File: src/rtl/chan_irq_pkg.sv
package chan_irq_pkg;
    localparam int ADDR_W = 3;
    // Port addresses that select the two mask/status registers.
    localparam logic [ADDR_W-1:0] PORT_TX = 3'd4;
    localparam logic [ADDR_W-1:0] PORT_RX = 3'd5;

    typedef enum logic [1:0] {
        ROUTE_NONE = 2'b00,
        ROUTE_TX   = 2'b01,
        ROUTE_RX   = 2'b10,
        ROUTE_OFF  = 2'b11
    } route_e;
endpackage

File: src/rtl/chan_irq_regs.sv
module chan_irq_regs
    import chan_irq_pkg::*;
#(
    parameter int NUM_CH = 8
) (
    input  logic              clk,
    input  logic              rst_n,
    input  logic              sel_local,
    input  logic              wr_en,
    input  logic              rd_en,
    input  logic [ADDR_W-1:0] addr,
    input  logic [NUM_CH-1:0] wdata,
    input  logic [NUM_CH-1:0] tx_stat,
    input  logic [NUM_CH-1:0] rx_stat,
    output logic [NUM_CH-1:0] mask_tx,
    output logic [NUM_CH-1:0] mask_rx,
    output logic [NUM_CH-1:0] rdata
);
    typedef struct packed {
        logic [NUM_CH-1:0] mtx;
        logic [NUM_CH-1:0] mrx;
        logic [NUM_CH-1:0] rd;
    } regs_t;

    regs_t st_d, st_q;
    logic  hit_tx, hit_rx;

    always_comb begin
        hit_tx = sel_local && (addr == PORT_TX);
        hit_rx = sel_local && (addr == PORT_RX);
        st_d    = st_q;
        st_d.rd = '0;
        if (wr_en && hit_tx) st_d.mtx = wdata;
        if (wr_en && hit_rx) st_d.mrx = wdata;
        if (rd_en && hit_tx) st_d.rd  = tx_stat;
        if (rd_en && hit_rx) st_d.rd  = rx_stat;
    end

    always_ff @(posedge clk or negedge rst_n) begin
        if (!rst_n) st_q <= '0;
        else        st_q <= st_d;
    end

    assign mask_tx = st_q.mtx;
    assign mask_rx = st_q.mrx;
    assign rdata   = st_q.rd;


    tx_mask_load_chk: assert property (@(posedge clk) disable iff (!rst_n)
        (wr_en && sel_local && addr == PORT_TX) |=> (mask_tx == $past(wdata)));

    rx_mask_load_chk: assert property (@(posedge clk) disable iff (!rst_n)
        (wr_en && sel_local && addr == PORT_RX) |=> (mask_rx == $past(wdata)));

    tx_read_chk: assert property (@(posedge clk) disable iff (!rst_n)
        (rd_en && sel_local && addr == PORT_TX) |=> (rdata == $past(tx_stat)));

    remote_hold_chk: assert property (@(posedge clk) disable iff (!rst_n)
        !sel_local |=> ($stable(mask_tx) && $stable(mask_rx) && rdata == '0));

    other_port_chk: assert property (@(posedge clk) disable iff (!rst_n)
        (addr != PORT_TX && addr != PORT_RX) |=> ($stable(mask_tx) && $stable(mask_rx)));
endmodule

File: src/rtl/chan_irq_merge.sv
module chan_irq_merge
    import chan_irq_pkg::*;
#(
    parameter int NUM_CH    = 8,
    parameter int EXT_FIRST = 6,
    localparam int NUM_EXT  = NUM_CH - EXT_FIRST
) (
    input  logic [NUM_CH-1:0]    tx_rdy,
    input  logic [NUM_CH-1:0]    rx_rdy,
    input  logic [NUM_EXT-1:0]   evt,
    input  logic [2*NUM_EXT-1:0] evt_route,
    output logic [NUM_CH-1:0]    eff_tx,
    output logic [NUM_CH-1:0]    eff_rx
);
    for (genvar i = 0; i < NUM_CH; i++) begin : g_ch
        if (i >= EXT_FIRST) begin : g_ext
            route_e rt;
            assign rt = route_e'(evt_route[2*(i-EXT_FIRST) +: 2]);
            assign eff_tx[i] = tx_rdy[i] | (evt[i-EXT_FIRST] && rt == ROUTE_TX);
            assign eff_rx[i] = rx_rdy[i] | (evt[i-EXT_FIRST] && rt == ROUTE_RX);
        end else begin : g_plain
            assign eff_tx[i] = tx_rdy[i];
            assign eff_rx[i] = rx_rdy[i];
        end
    end


    always_comb begin
        for (int j = 0; j < NUM_EXT; j++) begin
            if (evt[j] && evt_route[2*j +: 2] == ROUTE_TX)
                route_tx_chk: assert (eff_tx[EXT_FIRST+j]);
            if (evt[j] && evt_route[2*j +: 2] == ROUTE_RX)
                route_rx_chk: assert (eff_rx[EXT_FIRST+j]);
        end
    end
endmodule

File: src/rtl/chan_irq_out.sv
module chan_irq_out #(
    parameter int NUM_CH = 8
) (
    input  logic              clk,
    input  logic              rst_n,
    input  logic [NUM_CH-1:0] eff_tx,
    input  logic [NUM_CH-1:0] eff_rx,
    input  logic [NUM_CH-1:0] mask_tx,
    input  logic [NUM_CH-1:0] mask_rx,
    output logic [NUM_CH-1:0] irq_tx,
    output logic [NUM_CH-1:0] irq_rx
);
    typedef struct packed {
        logic [NUM_CH-1:0] tx;
        logic [NUM_CH-1:0] rx;
    } irq_t;

    irq_t irq_d, irq_q;

    always_comb begin
        irq_d.tx = eff_tx & mask_tx;
        irq_d.rx = eff_rx & mask_rx;
    end

    always_ff @(posedge clk or negedge rst_n) begin
        if (!rst_n) irq_q <= '0;
        else        irq_q <= irq_d;
    end

    assign irq_tx = irq_q.tx;
    assign irq_rx = irq_q.rx;


    masked_only_chk: assert property (@(posedge clk) disable iff (!rst_n)
        ((irq_tx & ~$past(mask_tx)) == '0) && ((irq_rx & ~$past(mask_rx)) == '0));

    flag_follow_chk: assert property (@(posedge clk) disable iff (!rst_n)
        $stable(eff_tx) && $stable(mask_tx) |=> $stable(irq_tx));
endmodule

File: src/rtl/chan_irq_gate.sv
module chan_irq_gate
    import chan_irq_pkg::*;
#(
    parameter int NUM_CH    = 8,
    parameter int EXT_FIRST = 6,
    localparam int NUM_EXT  = NUM_CH - EXT_FIRST
) (
    input  logic                 clk,
    input  logic                 rst_n,
    input  logic                 sel_local,
    input  logic                 wr_en,
    input  logic                 rd_en,
    input  logic [ADDR_W-1:0]    addr,
    input  logic [NUM_CH-1:0]    wdata,
    output logic [NUM_CH-1:0]    rdata,
    input  logic [NUM_CH-1:0]    tx_rdy,
    input  logic [NUM_CH-1:0]    rx_rdy,
    input  logic [NUM_EXT-1:0]   evt,
    input  logic [2*NUM_EXT-1:0] evt_route,
    output logic [NUM_CH-1:0]    irq_tx,
    output logic [NUM_CH-1:0]    irq_rx
);
    logic [NUM_CH-1:0] eff_tx, eff_rx, mask_tx, mask_rx;

    chan_irq_merge #(.NUM_CH(NUM_CH), .EXT_FIRST(EXT_FIRST)) u_merge (
        .tx_rdy(tx_rdy), .rx_rdy(rx_rdy), .evt(evt), .evt_route(evt_route),
        .eff_tx(eff_tx), .eff_rx(eff_rx));

    chan_irq_regs #(.NUM_CH(NUM_CH)) u_regs (
        .clk(clk), .rst_n(rst_n), .sel_local(sel_local), .wr_en(wr_en),
        .rd_en(rd_en), .addr(addr), .wdata(wdata), .tx_stat(eff_tx),
        .rx_stat(eff_rx), .mask_tx(mask_tx), .mask_rx(mask_rx), .rdata(rdata));

    chan_irq_out #(.NUM_CH(NUM_CH)) u_out (
        .clk(clk), .rst_n(rst_n), .eff_tx(eff_tx), .eff_rx(eff_rx),
        .mask_tx(mask_tx), .mask_rx(mask_rx), .irq_tx(irq_tx), .irq_rx(irq_rx));


    reset_quiet_chk: assert property (@(posedge clk) disable iff (!rst_n)
        $rose(rst_n) |-> (irq_tx == '0 && irq_rx == '0));

    rx_read_chk: assert property (@(posedge clk) disable iff (!rst_n)
        (rd_en && sel_local && addr == PORT_RX) |=> (rdata == $past(eff_rx)));
endmodule

File: config.mk
export PLATFORM = sky130hd
export DESIGN_NAME = chan_irq_gate
export DESIGN_NICKNAME = d
export VERILOG_FILES = /design/src/rtl/chan_irq_pkg.sv /design/src/rtl/chan_irq_regs.sv /design/src/rtl/chan_irq_merge.sv /design/src/rtl/chan_irq_out.sv /design/src/rtl/chan_irq_gate.sv
export SDC_FILE = /design/constraint.sdc
export NUM_CORES = 1
export LEC_CHECK = 0
export BUFFER_PORTS_ARGS = -buffer_cell sky130_fd_sc_hd__buf_2
export CORE_ASPECT_RATIO = 1.5
export CORE_MARGIN = 2
export CORE_UTILIZATION = 42
export CTS_BUF_LIST = sky130_fd_sc_hd__clkbuf_8
export DETAILED_ROUTE_END_ITERATION = 8
export PLACE_DENSITY = 0.67
export SYNTH_ARGS = -nofsm -noshare
export SYNTH_HDL_FRONTEND = slang
export SYNTH_SLANG_ARGS = --single-unit
File: constraint.sdc
create_clock -name clk -period 1.6 [get_ports clk]
set_clock_uncertainty 0.05 [all_clocks]
set_input_delay 0.16 -clock clk [delete_from_list [all_inputs] [get_ports clk]]
set_output_delay 0.16 -clock clk [all_outputs]
set_load 0.01 [all_outputs]
==> results.ini <==
[clocking]
cts.sinks = 40
cts_buffers = 5
cts_max_level = 2
clk_pin_slew_worst_paths_ns = 0.07
cts_max_path_buffers = 2
cts-resized-gates = 0
cts_tree = built
root_buffer = clkbuf_8
insertion_delay_ns = 0.30
post-cts-setup-buffers = 0

[worst_setup_path]
worstSetupStartpoint = u_out.irq_rx[0]
end_kind = output port
worstPathCellList = buf_2
cp_slowest_stage_delay_ns = 0.38
cp_data_required_time_ns = 1.39
start_kind = flop
crit_family = flip-flops
worst-path-buf-inv = 1
timing.rr.start = u_regs.mask_rx[5]
r2r_cells = 1
crit_arrival_ns = 0.81
cp_num_cells = 1
crit_fanout = 1
crit_type = reg2out
cp_slowest_cell = dfrtp_1

[sta]
setup_violations = 0
finalHoldWorstSlack_ns = 0.0336
timing.fmax_ghz = 0.977
finalMaxSlewViolations = 0
worst_pin_slew_ns = 0.431
relSlewSlack_pct = 71.3
final.period_utilization_pct = 63.9
fin_tns_setup_ns = 0
min_period_ns = 1.02
final-hold-violation-count = 0
rsz0062_at_grt = false

[synthesis]
syn_nets = 136
synth-seq-area-share_pct = 66.9
yosysUniqueCellTypes = 16
synth.top_cell.area_share_pct = 66.9
synth.largest_area_cell = dfrtp_1
synth_area_leaders = dfrtp_1 67%, mux2_4 8.0%, mux2_2 6.0%
synth-warning-count = 0
syn_area_um2 = 1500
yosys_register_bits = 40
synthCells = 98
syn_area_per_cell_um2 = 15.3

[finish]
diodes = 0
drive_gt1_share_pct = 53.3
final_cell_area_um2 = 1960
fillCellCount = 310
final_cells = 209
area_delta_synth_final_pct = 31.0
fin_nets = 204

[flow_run]
maxCapViolCount = 0

[outcome]
status = completed

[global_routing]
globalRouteOverflowTotal = 0
grt_pass1_vias = 1095
grt_pass1_wl_um = 4990
grt_use_total_pct = 17.3
grt_start_max_net_pins = 24
antenna_found_initial = 0

[floorplan]
die_area_um2 = 4070
io_pins = 62
start_util_pct = 43.8
die_x_um = 52.7
core_um2 = 3420
core.rowCount = 26
die_y_um = 77.1

[placement]
placed_cell_area_um2 = 1860
gp_congestion = 0.688
dp_hpwl_um = 2370
dp.cells = 200
port_buffers = 61

[detailed_routing]
vias = 1011
wl_um = 3110
drtIter0Drc = 7
wl_per_cell_um = 14.9
drtPass1Iterations = 3
ant_nets = 0
viasPerCell = 4.84
drc = 0

[power]
p_int_w = 0.00172
power_frac_seq_pct = 54.0
netSwitchingPower_w = 0.000549
ir_drop_v = 0.000626
pwr-share-comb_pct = 15.8
cellLeakagePower_nw = 1.08
p_sw_share_pct = 24.2
power_density_nw_per_um2 = 1160
clkPwrFrac_pct = 30.2

[worst_hold_path]
min_path_type = in2reg
hold_start = tx_rdy[3]
hold_depth = 2

[timing repair]
item                                    CTS  global route
hold buffers                              1             0
endpoints found under the hold margin    17             0
endpoints found under the setup margin    0             0
[layout make-up]
type | instances | area, um2 | area share, %
Clock inverter | 2 | 10.0 | 0.511
Clock buffer | 6 | 82.6 | 4.21
Sequential cell | 40 | 1000 | 51.1
Tap cell | 42 | 52.6 | 2.68
Multi-Input combinational cell | 52 | 464 | 23.7
Inverter | 4 | 15.0 | 0.766
Timing Repair Buffer | 63 | 335 | 17.1
[power by group through the flow]
| stage | Clock, W | Sequential [W] | Combinational (W) |
|---|---|---|---|
| 2_1_floorplan | 0 | 0.00126 | 0.000167 |
| 3_3_place_gp | 0 | 0.00124 | 0.000348 |
| 3_5_place_dp | 0 | 0.00125 | 0.000364 |
| 4_1_cts | 0.000708 | 0.00123 | 0.000367 |
| 5_1_grt | 0.000757 | 0.00124 | 0.000398 |
| 6_report | 0.000685 | 0.00123 | 0.000359 |
[layout by cell type (no fill, tap or decap), drive strengths merged]
cell type and n:
mux2 16, dlygate4sd3 1, and4b 1, a31oi 4, nor2b 4, o22ai 2
buf 62, nand2 4, a22o 6, and2 14, and4bb 1, clkinv 2
clkbuf 6, dfrtp 40, inv 4
[cells by family (layout without fill, tap and decap cells)]
group,count (synthesis),in the layout,synth area share (%)
flip-flops,40,40,66.9
AND/OR/NAND/NOR,24,24,11.0
multiplexers,16,16,14.0
AO/OA/AOI/OAI,12,12,6.02
buffers and inverters,6,75,2.09
[cell usage after synthesis]
| cell | number |
|---|---|
| a22o_1 | 6 |
| a31oi_1 | 4 |
| and2_1 | 14 |
| and4b_1 | 1 |
| and4bb_4 | 1 |
| buf_2 | 1 |
| buf_6 | 1 |
| dfrtp_1 | 40 |
| inv_1 | 4 |
| mux2_2 | 8 |
| mux2_4 | 8 |
| nand2_1 | 2 |
| nand2_2 | 1 |
| nand2_4 | 1 |
| nor2b_1 | 4 |
| o22ai_1 | 2 |
[state kept, by name (all words and copies together) (netlist names)]
register        cells
u_regs.rdata        8
u_regs.mask_tx      8
u_out.irq_tx        8
u_regs.mask_rx      8
u_out.irq_rx        8
[routing by layer]
metal	part of all wire, %	up-vias	global-route usage (%)	wire length (um)
li1	-	471	-	-
met5	0	-	0	0
met4	2.4	0	9.23	74
met1	34	493	18.9	1060
met2	57	41	29.1	1780
met3	6.5	6	5.06	202
[worst paths after layout]
check	slack, ns	endpoint
worst max-delay path	0.58	irq_rx[0]
worst min-delay path	0.03	u_out.irq_tx[3]
worst max register to register	0.77	u_regs.mask_rx[5]
worst min register to register	0.44	u_out.irq_rx[4]
max in group asynchronous	0.76	u_regs.rdata[5]
min in group asynchronous	0.28	u_regs.mask_tx[6]
[per-stage QoR]
stage	setup WS, ns	utilization, %	power, W
2_1_floorplan	0.526	-	0.00143
3_3_place_gp	0.345	54.4	0.00159
3_5_place_dp	0.324	54.4	0.00161
4_1_cts	0.566	57.4	0.00230
5_1_grt	0.546	57.4	0.00240
6_report	0.577	57.4	0.00227
(Power assumes the default switching activity.)
